**config.mk**
```make
export PLATFORM = sky130hd
export DESIGN_NAME = cascade_capture_timer
export DESIGN_NICKNAME = d
export VERILOG_FILES = /design/src/rtl/cascade_capture_timer.sv
export SDC_FILE = /design/constraint.sdc
export NUM_CORES = 1
export LEC_CHECK = 0
export ABC_CLOCK_PERIOD_IN_PS = 4050
export BUFFER_PORTS_ARGS = -buffer_cell sky130_fd_sc_hd__buf_2
export CAP_MARGIN = 5
export CELL_PAD_IN_SITES_DETAIL_PLACEMENT = 0
export CELL_PAD_IN_SITES_GLOBAL_PLACEMENT = 2
export CORE_MARGIN = 3
export CORE_UTILIZATION = 33
export CTS_CLUSTER_SIZE = 12
export DETAILED_ROUTE_END_ITERATION = 10
export PLACE_DENSITY = 0.78
export SLEW_MARGIN = 30
export SYNTH_ARGS = -nofsm -noshare
export SYNTH_HDL_FRONTEND = slang
export SYNTH_SLANG_ARGS = --single-unit
```
**constraint.sdc**
```tcl
create_clock -name clk -period 4.05 [get_ports clk]
set_clock_uncertainty 0.15 [all_clocks]
set_input_delay 0 -clock clk [delete_from_list [all_inputs] [get_ports clk]]
set_output_delay 0 -clock clk [all_outputs]
set_load 0.02 [all_outputs]
```
**src/rtl/cascade_capture_timer.sv**
```systemverilog
module cascade_capture_timer #(
  parameter int CW  = 16,
  parameter int PSW = 7
) (
  input  logic          clk,
  input  logic          rst_n,
  input  logic          wr_en,
  input  logic [2:0]    wr_addr,
  input  logic [CW-1:0] wr_data,
  input  logic          cap_pin_lo,
  input  logic          cap_pin_hi,
  output logic [CW-1:0] cnt_lo,
  output logic [CW-1:0] cnt_hi,
  output logic [CW-1:0] cap_lo,
  output logic [CW-1:0] cap_hi
);
  localparam logic [2:0] A_CTL_LO = 3'd0;
  localparam logic [2:0] A_CTL_HI = 3'd1;
  localparam logic [2:0] A_CNT_LO = 3'd2;
  localparam logic [2:0] A_CNT_HI = 3'd3;
  localparam logic [2:0] A_CAPCTL = 3'd4;
  localparam logic [2:0] SEL_CASC = 3'b111;

  logic [6:0]     ctl_lo, ctl_hi;
  logic [1:0]     cap_ctl;
  logic [PSW-1:0] pre;
  logic [1:0]     sy_lo, sy_hi;
  logic           prev_lo, prev_hi;

  function automatic logic tick(input logic [2:0] sel, input logic [PSW-1:0] p);
    logic [PSW-1:0] m;
    m = PSW'((32'd1 << sel) - 32'd1);
    return (p & m) == m;
  endfunction

  function automatic logic edge_hit(input logic [1:0] mode, input logic cur, input logic old);
    case (mode)
      2'b00:   return cur & ~old;
      2'b01:   return ~cur & old;
      default: return cur ^ old;
    endcase
  endfunction

  wire wr_cl = wr_en && wr_addr == A_CNT_LO;
  wire wr_ch = wr_en && wr_addr == A_CNT_HI;

  wire lo_step = ctl_lo[3] & tick(ctl_lo[2:0], pre);
  wire lo_ovf  = lo_step & ~ctl_lo[4] & (cnt_lo == '1);
  wire lo_udf  = lo_step &  ctl_lo[4] & (cnt_lo == '0);
  wire casc    = ctl_hi[2:0] == SEL_CASC;
  wire hi_tick = tick(ctl_hi[2:0], pre);
  wire hi_up   = ctl_hi[3] & (casc ? lo_ovf : hi_tick & ~ctl_hi[4]);
  wire hi_dn   = ctl_hi[3] & (casc ? lo_udf : hi_tick &  ctl_hi[4]);

  wire src_lo    = sy_lo[1] | (cap_ctl[0] & sy_hi[1]);
  wire src_hi    = sy_hi[1] | (cap_ctl[1] & sy_lo[1]);
  wire cap_ev_lo = edge_hit(ctl_lo[6:5], src_lo, prev_lo);
  wire cap_ev_hi = edge_hit(ctl_hi[6:5], src_hi, prev_hi);

  always_ff @(posedge clk or negedge rst_n) begin
    if (!rst_n) begin
      ctl_lo  <= '0;
      ctl_hi  <= '0;
      cap_ctl <= '0;
      pre     <= '0;
    end else begin
      pre <= pre + 1'b1;
      if (wr_en && wr_addr == A_CTL_LO) ctl_lo  <= wr_data[6:0];
      if (wr_en && wr_addr == A_CTL_HI) ctl_hi  <= wr_data[6:0];
      if (wr_en && wr_addr == A_CAPCTL) cap_ctl <= wr_data[1:0];
    end
  end

  always_ff @(posedge clk or negedge rst_n) begin
    if (!rst_n) begin
      cnt_lo <= '0;
      cnt_hi <= '0;
    end else begin
      if (wr_cl)        cnt_lo <= wr_data;
      else if (lo_step) cnt_lo <= ctl_lo[4] ? cnt_lo - 1'b1 : cnt_lo + 1'b1;
      if (wr_ch)        cnt_hi <= wr_data;
      else if (hi_up)   cnt_hi <= cnt_hi + 1'b1;
      else if (hi_dn)   cnt_hi <= cnt_hi - 1'b1;
    end
  end

  always_ff @(posedge clk or negedge rst_n) begin
    if (!rst_n) begin
      sy_lo   <= '0;
      sy_hi   <= '0;
      prev_lo <= 1'b0;
      prev_hi <= 1'b0;
      cap_lo  <= '0;
      cap_hi  <= '0;
    end else begin
      sy_lo   <= {sy_lo[0], cap_pin_lo};
      sy_hi   <= {sy_hi[0], cap_pin_hi};
      prev_lo <= src_lo;
      prev_hi <= src_hi;
      if (cap_ev_lo) cap_lo <= cnt_lo;
      if (cap_ev_hi) cap_hi <= cnt_hi;
    end
  end
endmodule


```
======== Word level (Yosys, flattened, before mapping) ========
Index checks and enable logic that the tools add are counted.
word-level totals
  output and inout port bits .............. 64
  register bits ........................... 93
  input bits .............................. 24
  word-level logic and storage cells ...... 79
cells by class
  bitwise logic cells ..................... 27
  muxes and demuxes ....................... 10
  shift operators ......................... 2
  equal/unequal tests ..................... 10
  reductions and logical operators ........ 11
  add/sub/neg operators ................... 7
operators with widths
  kind                   count
  $mux 16                6
  $add 16x1->16 const B  2
  $sub 16x1->16 const B  2
  $eq 16x16->1 const B   1
  $logic_not 16->1       1
  $and 1x1->1            15
  $and 7x7->7            2
  $eq 7x7->1             2
  $shl 1x3->7 const A    2
  $sub 7x1->7 const B    2
  $add 7x1->7 const B    1
  $eq 3x2->1 const B     2
  $eq 3x3->1 const B     2
  $not 1->1              6
  $logic_and 1x1->1      5
  $eq 2x1->1 const B     2
  $logic_not 2->1        2
  $pmux 1 s2             2
  $eq 3x1->1 const B     1
  $logic_not 3->1        1
  $reduce_bool 3->1      1
  $mux 1                 2
  $or 1x1->1             2
  $reduce_bool 2->1      1
  $xor 1x1->1            2

======== Logic depth before layout (Yosys ltp) ========
Gate-level depths: netlist (run 1).
  word-level depth ........................ 12
  depth in mapped cells ................... 19
  depth with buffers taken out ............ 18

======== Worst setup path after synthesis (run 1) ========
Ideal clock, no wire load.
  path kind ............................... register to register
  start ................................... register ctl_hi[0]
  end ..................................... register cnt_hi[15]
  setup slack ............................. -219 ps
  clock period less this slack ............ 4269 ps
  required time ........................... 3823 ps
  setup time .............................. 77 ps
  buffers on the path ..................... 1
  data arrival time ....................... 4041 ps
  stages on the path, launching flop included .. 18
  path through ............................ dfrtp_1 -> buf_2 -> or3_1 -> ha_1 -> or3_1 -> a21oi_1 -> nand4b_1 -> o22a_1 -> ha_1 -> a211oi_1 -> o21ai_0 -> a31oi_1 -> o21ai_0 -> a41oi_1 -> xnor2_1 -> nand2_1 -> xor2_1 -> a21oi_1
between the ends
  longest elaborated chain between the ends .. 9
  elaborated cells on any way between the ends .. 14
  classes of those cells .................. add/sub (1); eq/ne (2); shift (1); mux (4); bitwise (5); reduce/logical (1)
ends and longest elaborated chain
  what                    line  text
  start, declared         24    logic [6:0] ctl_lo, ctl_hi;
  start signal, assigned  69    if (wr_en && wr_addr == A_CTL_HI) ctl_hi <= wr_data[6:0];
  $shl 1x3->7             32    m = PSW'((32'd1 << sel) - 32'd1);
  $sub 7x1->7             32
  $and 7x7->7             33    return (p & m) == m;
  $eq 7x7->1              33
  $and 1x1->1             52    wire hi_up = ctl_hi[3] & (casc ? lo_ovf : hi_tick & ~ctl_hi[4]);
  $mux 1                  52
  $and 1x1->1             52
  $mux 16                 82    else if (hi_up) cnt_hi <= cnt_hi + 1'b1;
  $mux 16                 81    if (wr_ch) cnt_hi <= wr_data;
  end signal, assigned    81
  end signal, assigned    82
  end signal, assigned    83    else if (hi_dn) cnt_hi <= cnt_hi - 1'b1;
  end, declared           13    output logic [CW-1:0] cnt_hi,
Several ways; a longest one is shown, not always the timed one.
A chain may end at the register's enable or synchronous reset.

======== Worst setup path in the final report (run 1) ========
  start ................................... register ctl_hi[0]
  end ..................................... register cnt_hi[13]
Same word-level chain as after synthesis.

==> results of run 1 <==
-- final timing paths --
kind                                  from         end  slack (ns)  depth (start not counted)
worst max-delay path             ctl_hi[0]  cnt_hi[13]        0.21                         18
worst min register to register    sy_lo[0]    sy_lo[1]        0.20                          0
worst max register to register   ctl_hi[0]  cnt_hi[13]        0.21                         18
min in group clk                cap_pin_lo    sy_lo[0]        0.14                          2
max in group asynchronous            rst_n   cap_hi[5]        2.88                          3
worst min-delay path                 rst_n      pre[4]        0.06                          2
-- power by group through the flow --
stage	clock [mW]	sequential [mW]	combinational, mW
6_report	0.828	1.54	2.88
2_1_floorplan	0	1.94	1.53
4_1_cts	0.863	1.54	2.88
3_5_place_dp	0	1.56	2.84
3_3_place_gp	0	1.54	2.81
5_1_grt	0.894	1.59	3.18
-- what timing repair did --
item,4_1_cts,5_1_grt
resized for setup,0,13
pin swaps,1,7
buffers inserted,0,1
hold buffers,24,0
endpoints found under the setup margin,1,6
hold endpoints to repair,118,0
-- cell usage in the layout, fill, tap and decap left out, types with 4 or more instances in the layout --
cell type,netlist,layout
sky130_fd_sc_hd__nand2_1,42,42
sky130_fd_sc_hd__nor4_1,5,5
sky130_fd_sc_hd__nor2b_1,8,8
sky130_fd_sc_hd__a211oi_1,6,6
sky130_fd_sc_hd__dlygate4sd3_1,0,24
sky130_fd_sc_hd__o21bai_1,6,6
sky130_fd_sc_hd__xnor2_1,18,18
sky130_fd_sc_hd__o21a_1,5,5
sky130_fd_sc_hd__xor2_1,14,14
sky130_fd_sc_hd__and3_1,4,4
sky130_fd_sc_hd__nor2_1,39,38
sky130_fd_sc_hd__buf_2,3,86
sky130_fd_sc_hd__mux2i_1,10,10
sky130_fd_sc_hd__ha_1,36,35
sky130_fd_sc_hd__nand4_1,7,7
sky130_fd_sc_hd__a21o_1,9,9
sky130_fd_sc_hd__dfrtp_1,93,93
sky130_fd_sc_hd__o21ai_0,45,42
sky130_fd_sc_hd__nand3_1,6,6
sky130_fd_sc_hd__inv_1,16,16
sky130_fd_sc_hd__nand2b_1,5,5
sky130_fd_sc_hd__buf_4,0,30
sky130_fd_sc_hd__nor3_1,8,8
sky130_fd_sc_hd__or3_1,6,5
sky130_fd_sc_hd__mux2_2,48,48
sky130_fd_sc_hd__clkbuf_16,0,9
sky130_fd_sc_hd__a21oi_1,41,40
sky130_fd_sc_hd__a31oi_1,5,4
-- metal layers --
layer / global-route usage (%) / share of wire [%] / vias to the layer above
li1: - / - / 2188
met1: 21.48 / 49 / 2137
met2: 25.24 / 46 / 73
met3: 2.757 / 3.2 / 16
met4: 5.371 / 1.5 / 0
met5: 0 / 0 / -
-- synthesized netlist by cell type, drive strengths merged (7+ instances only) --
cell	count
dfrtp	93
nand2	42
a21oi	41
xor2	14
nor2	39
mux2	48
mux2i	10
a21o	9
nor3	8
clkbuf	12
nor2b	8
o21ai	46
ha	36
nand4	7
xnor2	18
inv	17
-- logic make-up (layout without fill, tap and decap cells) --
| kind of cell | Yosys count | count (layout) |
|---|---|---|
| muxes | 58 | 58 |
| DFF | 93 | 93 |
| AOI/OAI and AO/OA | 135 | 135 |
| adders and majority gates | 38 | 38 |
| buffers and inverters | 33 | 175 |
| xor gates and xnor gates | 32 | 32 |
| and+or+nand+nor | 142 | 142 |
-- worst max-delay path, cell delays in order (launching register included) --
cell and delay (ns):
sky130_fd_sc_hd__dfrtp_1 0.38, sky130_fd_sc_hd__or3_4 0.39, sky130_fd_sc_hd__ha_2 0.19, sky130_fd_sc_hd__buf_4 0.13, sky130_fd_sc_hd__o21ai_0 0.08, sky130_fd_sc_hd__a21oi_1 0.09, sky130_fd_sc_hd__nand4b_1 0.23, sky130_fd_sc_hd__o22a_4 0.29
sky130_fd_sc_hd__buf_8 0.14, sky130_fd_sc_hd__ha_1 0.21, sky130_fd_sc_hd__nor4_1 0.34, sky130_fd_sc_hd__o21ai_2 0.14, sky130_fd_sc_hd__a31oi_2 0.19, sky130_fd_sc_hd__o21ai_1 0.13, sky130_fd_sc_hd__buf_4 0.15, sky130_fd_sc_hd__and3_1 0.15
sky130_fd_sc_hd__o21ai_0 0.14, sky130_fd_sc_hd__o21ai_0 0.11, sky130_fd_sc_hd__a21oi_1 0.15
-- state kept, by name, indices dropped and copies added (netlist names), 2 cells and up --
register,count
cap_ctl,2
cnt_lo,16
cap_lo,16
ctl_hi,7
cnt_hi,16
sy_hi,2
sy_lo,2
ctl_lo,7
pre,7
cap_hi,16
-- stage by stage --
stage	cell area, sq um	total power, mW	hold WS [ns]
after global routing	6852	5.663	0.1397
final	6852	5.242	0.06254
after floorplan	5393	3.478	-0.4456
after detailed placement	6270	4.397	-0.04066
after global placement	6262	4.350	-0.04022
after CTS	6797	5.286	0.1234
-- layout make-up --
cell class | count | area, sq um | share of cell area, %
clock inverter | 4 | 30.03 | 0.4383
tap | 216 | 270.3 | 3.944
sequential | 93 | 2327 | 33.97
multi-input combinational | 405 | 2982 | 43.52
inverter | 17 | 63.81 | 0.9313
clock buffer | 12 | 256.5 | 3.744
timing repair buffer | 142 | 922.1 | 13.46
==> impl_results.rst, run 1 <==
.. list-table::
   :header-rows: 1

   * - Metric
     - Value
   * - Maximum buffer depth of the clock tree
     - 2
   * - Total number of H-tree levels
     - 3
   * - Remaining design rule violation count
     - 0
   * - Antenna-violating nets left
     - 0
   * - Number of maximum-capacitance violations
     - 0
   * - Result of the run
     - finished, final reports clean
   * - Placed wire-length estimate
     - 10100 um
   * - Number of warnings reported in the yosys synthesis log
     - 0
   * - Maximum achievable frequency
     - 0.2603 GHz
   * - Global-route total usage across every layer
     - 15.72%
   * - Root cell of the clock tree
     - sky130_fd_sc_hd__clkbuf_16
   * - Port Buffers
     - 87
   * - Type of the worst min-delay path
     - in -> async
   * - Sort of element at the end of the critical path
     - flip-flop
   * - Per-instance average area after synthesis
     - 10.14 sq um
   * - Initial Util
     - 33.77%
   * - Post-synth ARST share
     - 100.0%
   * - Number of failing setup endpoints in the final timing report
     - 0
   * - Tmin final
     - 3.842 ns
   * - Flip-flop cell with the highest count after synthesis
     - sky130_fd_sc_hd__dfrtp_1
   * - Crit share post-route
     - 94.87%
   * - Layout filler cell count
     - 1538
   * - Number of hold violations in the final report
     - 0
   * - Smallest setup slack after layout
     - 0.2076 ns
   * - Total Neg Setup Slack
     - 0 ns
   * - Core Box Area
     - 15940 sq um
   * - Number of antenna violations at the first check in global routing
     - 0
   * - DIE AREA
     - 17880 sq um
   * - Cell Int Power
     - 3.004 mW
   * - Arrival time worst endpoint
     - 3.97 ns
   * - Sequential fraction of design power
     - 29.3%
   * - Yosys top cell by area
     - sky130_fd_sc_hd__dfrtp_1
   * - Die width
     - 133.7 um
   * - Number of nets at the end of the flow
     - 730
   * - Clock network fraction of design power
     - 15.8%
   * - Maximum fanout count along the critical path
     - 9
   * - Pwr Density
     - 765.1 nW/um^2
   * - Combinational family with the most area after synthesis
     - compound AO/OA/AOI/OAI gates
   * - Total length of routed wires
     - 13770 um
   * - Top-area cell type share of the netlist area
     - 43.23%
   * - Number of rows created at floorplan
     - 46
   * - Number of distinct standard cells referenced by the synthesized netlist
     - 50
   * - Final Util
     - 42.98%
   * - Relative max-transition margin
     - 54.81%
   * - Clk slew on worst S/H paths
     - 0.07 ns
   * - TritonCTS clock tree
     - done
   * - First-pass GRT wire length
     - 22600 um
   * - Synthesized-area fraction occupied by and/or/nand/nor cells
     - 12.76%
   * - Number of enable flip-flop cells after synthesis
     - 0
   * - Worst setup SP type
     - flip-flop
   * - Post-placement worst setup slack
     - 0.01406 ns
   * - Adder-Cell Fraction of Synth Area
     - 9.110%
   * - Fin. max-slew vios
     - 0
   * - Synthesized-area fraction occupied by xor and xnor cells
     - 5.206%
   * - Die height
     - 133.7 um
   * - Area growth from synthesis to layout
     - 27.26%
   * - Compound-Gate Fraction of Synth Area
     - 15.25%
   * - Top post-synthesis cells by area
     - sky130_fd_sc_hd__dfrtp_1, sky130_fd_sc_hd__mux2_2, sky130_fd_sc_hd__ha_1
   * - Initial DRC count
     - 285
   * - Share of synthesized area occupied by flip-flops and latches
     - 43.23%
   * - Via count
     - 4414
   * - Share of power burned in combinational logic
     - 54.9%
   * - Clock net sink count
     - 93
   * - Number of top-level design ports
     - 88
   * - Critical path required time
     - 4.18 ns
   * - Routed via count divided by cell count
     - 4.965
   * - Residual overflow from global routing
     - 0
   * - Switching power total
     - 2.238 mW
   * - Number of standard cells after synthesis
     - 531
   * - Vias in the first global route
     - 4425
   * - Maximum number of pins on one net before global-route repair
     - 70
   * - Count of inserted antenna diode cells
     - 0
   * - Source-to-sink clock delay at the later pin of the worst-skew pair
     - 0.35 ns
   * - Final Non-Filler Cells
     - 889
   * - Proportion of layout cells with a drive suffix above 1
     - 29.57%
   * - Total leakage power
     - 3.015 nW
   * - Largest vdd supply drop
     - 0.2997 mV
   * - Sw frac
     - 42.69%
   * - Routed wire length per instance
     - 15.49 um
   * - CP Class
     - reg -> reg
   * - Syn nets
     - 593
   * - Total of flip-flops plus latches after synthesis
     - 93
   * - Number of buffers inserted during clock tree synthesis
     - 9
   * - Global placer's final weighted congestion
     - 0.8265
   * - Mux share of post-synthesis cell area
     - 11.90%
   * - Post-synth design cell area
     - 5384 sq um
   * - Placed Cells incl. Taps
     - 848
   * - Slew at the pin with the worst max-slew slack
     - 0.6749 ns
   * - Initial DRT Pass Iterations
     - 5
(Power assumes the default switching activity.)
==> inputs of run 2 (changes only) <==
ABC_CLOCK_PERIOD_IN_PS = 4800   (was 4050)
CORE_UTILIZATION = 39   (was 33)
PLACE_DENSITY = 0.87   (was 0.78)
clock period = 4.8 ns   (was 4.05 ns; I/O delays follow)
==> run 2 against run 1 <==
  * Cell count fell by 6.5%
  * Global-route usage rose by 2.9 points
  * Hold slack improved by 0.064 ns
  * Design area fell by 3.4%
  * Sequential share of layout area rose by 1.2 points
  * Register-to-register slack improved by 0.21 ns
  * Sequential power fell by 9%
  * Largest cell class unchanged
  * Largest power group unchanged
==> impl_results.rst, run 2 (same netlist as run 1, synthesis figures left out) <==
.. list-table::
   :header-rows: 1

   * - Metric
     - Value
   * - Post-placement worst setup slack
     - 0.4624 ns (+0.4483 ns)
   * - Relative max-transition margin
     - 44.82% (-10 points)
   * - First-pass GRT wire length
     - 21980 um (-2.7%)
   * - Critical path required time
     - 4.93 ns (+0.75 ns)
   * - Clock net sink count
     - 93 (unchanged)
   * - Via count
     - 4336 (-1.8%)
   * - Maximum number of pins on one net before global-route repair
     - 65 (-7.1%)
   * - Slew at the pin with the worst max-slew slack
     - 0.8278 ns (+0.1529 ns)
   * - Port Buffers
     - 87 (unchanged)
   * - Sort of element at the end of the critical path
     - flip-flop
   * - Placed Cells incl. Taps
     - 787 (-7.2%)
   * - Source-to-sink clock delay at the later pin of the worst-skew pair
     - 0.35 ns (about the same)
   * - CP Class
     - reg -> reg
   * - Global placer's final weighted congestion
     - 0.8805 (+6.5%)
   * - Fin. max-slew vios
     - 0 (unchanged)
   * - Result of the run
     - finished, final reports clean
   * - Die width
     - 123.5 um (-7.7%)
   * - DIE AREA
     - 15250 sq um (-15%)
   * - Power Total
     - 4.286 mW (-18%)
   * - Leading cell types in the layout, fill and taps excluded
     - sky130_fd_sc_hd__dfrtp_1, sky130_fd_sc_hd__buf_2, sky130_fd_sc_hd__mux2_2
   * - Total leakage power
     - 2.920 nW (-3.2%)
   * - Initial Util
     - 40.34% (+6.6 points)
   * - Remaining design rule violation count
     - 0 (unchanged)
   * - Maximum fanout count along the critical path
     - 16 (+7)
   * - Die height
     - 123.5 um (-7.7%)
   * - Worst setup SP type
     - flip-flop
   * - Sequence of cells on the critical path
     - or3_1 -> ha_1 -> o211ai_1 -> a31oi_1 -> nand4b_1 -> o22a_1 -> buf_4 -> ha_1 -> nor4_1 -> o21ai_0 -> a31oi_1 -> o21ai_0 -> a41oi_1 -> xnor2_1 -> nand2_1 -> xor2_1 -> a21oi_1
   * - Antenna-violating nets left
     - 0 (unchanged)
   * - Vias in the first global route
     - 4291 (-3.0%)
   * - Number of antenna violations at the first check in global routing
     - 0 (unchanged)
   * - Post-route met1 wirelength
     - 6451 um (-4.6%)
   * - Number of maximum-capacitance violations
     - 0 (unchanged)
   * - Number of hold violations in the final report
     - 0 (unchanged)
   * - Count of inserted antenna diode cells
     - 0 (unchanged)
   * - Cell with the largest stage delay on the worst path
     - sky130_fd_sc_hd__dfrtp_1
   * - Type of the worst min-delay path
     - in -> reg
   * - Routed wire length per instance
     - 15.97 um (+3.1%)
   * - Number of nets at the end of the flow
     - 712 (-2.5%)
   * - Crit share post-route
     - 91.39% (-3.5 points)
   * - Critical Path Max Stage Delay
     - 0.49 ns (+0.10 ns)
   * - Core Box Area
     - 13350 sq um (-16%)
   * - Tmin final
     - 4.387 ns (+0.5445 ns)
   * - Number of top-level design ports
     - 88 (unchanged)
   * - Initial DRT Pass Iterations
     - 4 (-1)
   * - Total Neg Setup Slack
     - 0 ns (unchanged)
   * - Met2 WL
     - 6075 um (-4.3%)
   * - Length of routed met3 wiring
     - 502 um (+13%)
   * - Final Non-Filler Cells
     - 831 (-6.5%)
   * - Clk slew on worst S/H paths
     - 0.07 ns (about the same)
   * - TritonCTS clock tree
     - done
   * - Commonest non-fill, non-tap cell in the layout
     - sky130_fd_sc_hd__dfrtp_1
   * - Largest vdd supply drop
     - 0.3037 mV (+1.3%)
   * - Final Util
     - 49.61% (+6.6 points)
   * - Routed via count divided by cell count
     - 5.218 (+5.1%)
   * - Proportion of layout cells with a drive suffix above 1
     - 25.65% (-3.9 points)
   * - Smallest setup slack after layout
     - 0.4131 ns (+0.2055 ns)
   * - Setup repair after global routing missed its margin
     - false
   * - Pwr Density
     - 647.3 nW/um^2 (-15%)
   * - Number of rows created at floorplan
     - 42 (-8.7%)
   * - Root cell of the clock tree
     - sky130_fd_sc_hd__clkbuf_16
   * - Global-route total usage across every layer
     - 18.65% (+2.9 points)
   * - Number of buffers inserted during clock tree synthesis
     - 9 (unchanged)
   * - Maximum buffer depth of the clock tree
     - 2 (unchanged)
   * - Number of gates resized after CTS
     - 0 (unchanged)
   * - Initial DRC count
     - 231 (-19%)
   * - Area growth from synthesis to layout
     - 22.98%
   * - Placed wire-length estimate
     - 9725 um (-3.7%)
   * - Arrival time worst endpoint
     - 4.51 ns (+0.54 ns)
   * - Number of failing setup endpoints in the final timing report
     - 0 (unchanged)
   * - Total number of H-tree levels
     - 3 (unchanged)
   * - Total length of routed wires
     - 13270 um (-3.6%)
   * - Highest Signal Layer
     - met4
   * - Maximum achievable frequency
     - 0.2280 GHz (-12%)
   * - Residual overflow from global routing
     - 0 (unchanged)
==> run 2: changes by cell type in the layout (fill, tap and decap cells not counted), sizes merged <==
cell,delta
clkbuf,-1
clkinv,+1
buf,-21
dlygate4sd3,+3
==> run 2: where the power goes <==
group          internal (mW)  total (mW)  switching, mW  leakage [nW]
Combinational          0.974        2.19           1.22          1.70
Clock                  0.371       0.696          0.325         0.137
Sequential              1.08        1.40          0.318          1.08
==> run 2: worst paths after layout <==
kind                            startpoint    endpoint  slack, ns  cells past startpoint
worst max-delay path             ctl_hi[1]  cnt_hi[15]       0.41                     17
worst min-delay path            cap_pin_lo    sy_lo[0]       0.13                      2
worst max register to register   ctl_hi[1]  cnt_hi[15]       0.41                     17
worst min register to register    sy_hi[0]    sy_hi[1]       0.21                      0
max in group asynchronous            rst_n  cnt_lo[13]       3.16                      4
min in group asynchronous            rst_n      pre[3]       0.51                      4
==> run 2: area by class of cell <==
type	count	area (sq um)
fillers	1253	6726
multi-input cells	405	2925
flip-flops and latches	93	2327
repair buffers	124	799.5
clock buffers	11	242.7
well taps	176	220.2
inverters	17	63.81
clock inverters	5	42.54
==> run 2: timing repair <==
| item | in CTS | in global routing |
|---|---|---|
| hold buffers | 28 | 0 |
| endpoints found under the setup margin | 0 | 0 |
| endpoints found under the hold margin | 79 | 0 |
| setup buffers | 0 | 0 |
==> run 2: per-stage QoR <==
stage	instance area [sq um]	hold slack (ns)
floorplan	5384	-0.4456
global placement	6035	-0.2060
detailed placement	6046	-0.2009
CTS	6621	0.1121
global route	6621	0.1336
finish	6621	0.1267
==> run 2: critical path: cells and delay by family (launching register included) <==
family                     cells  cell delay (ns)
AOI/OAI and AO/OA              8             1.61
xor gates and xnor gates       2             0.32
adders and majority gates      2             0.54
buffers and inverters          1             0.22
DFF                            1             0.49
and+or+nand+nor                4             0.99
==> run 2: per-layer routing <==
metal	up-vias	GRT usage [%]
li1	2149	-
met1	2089	26.08
met2	83	29.19
met3	15	2.699
met4	0	7.336
met5	-	0
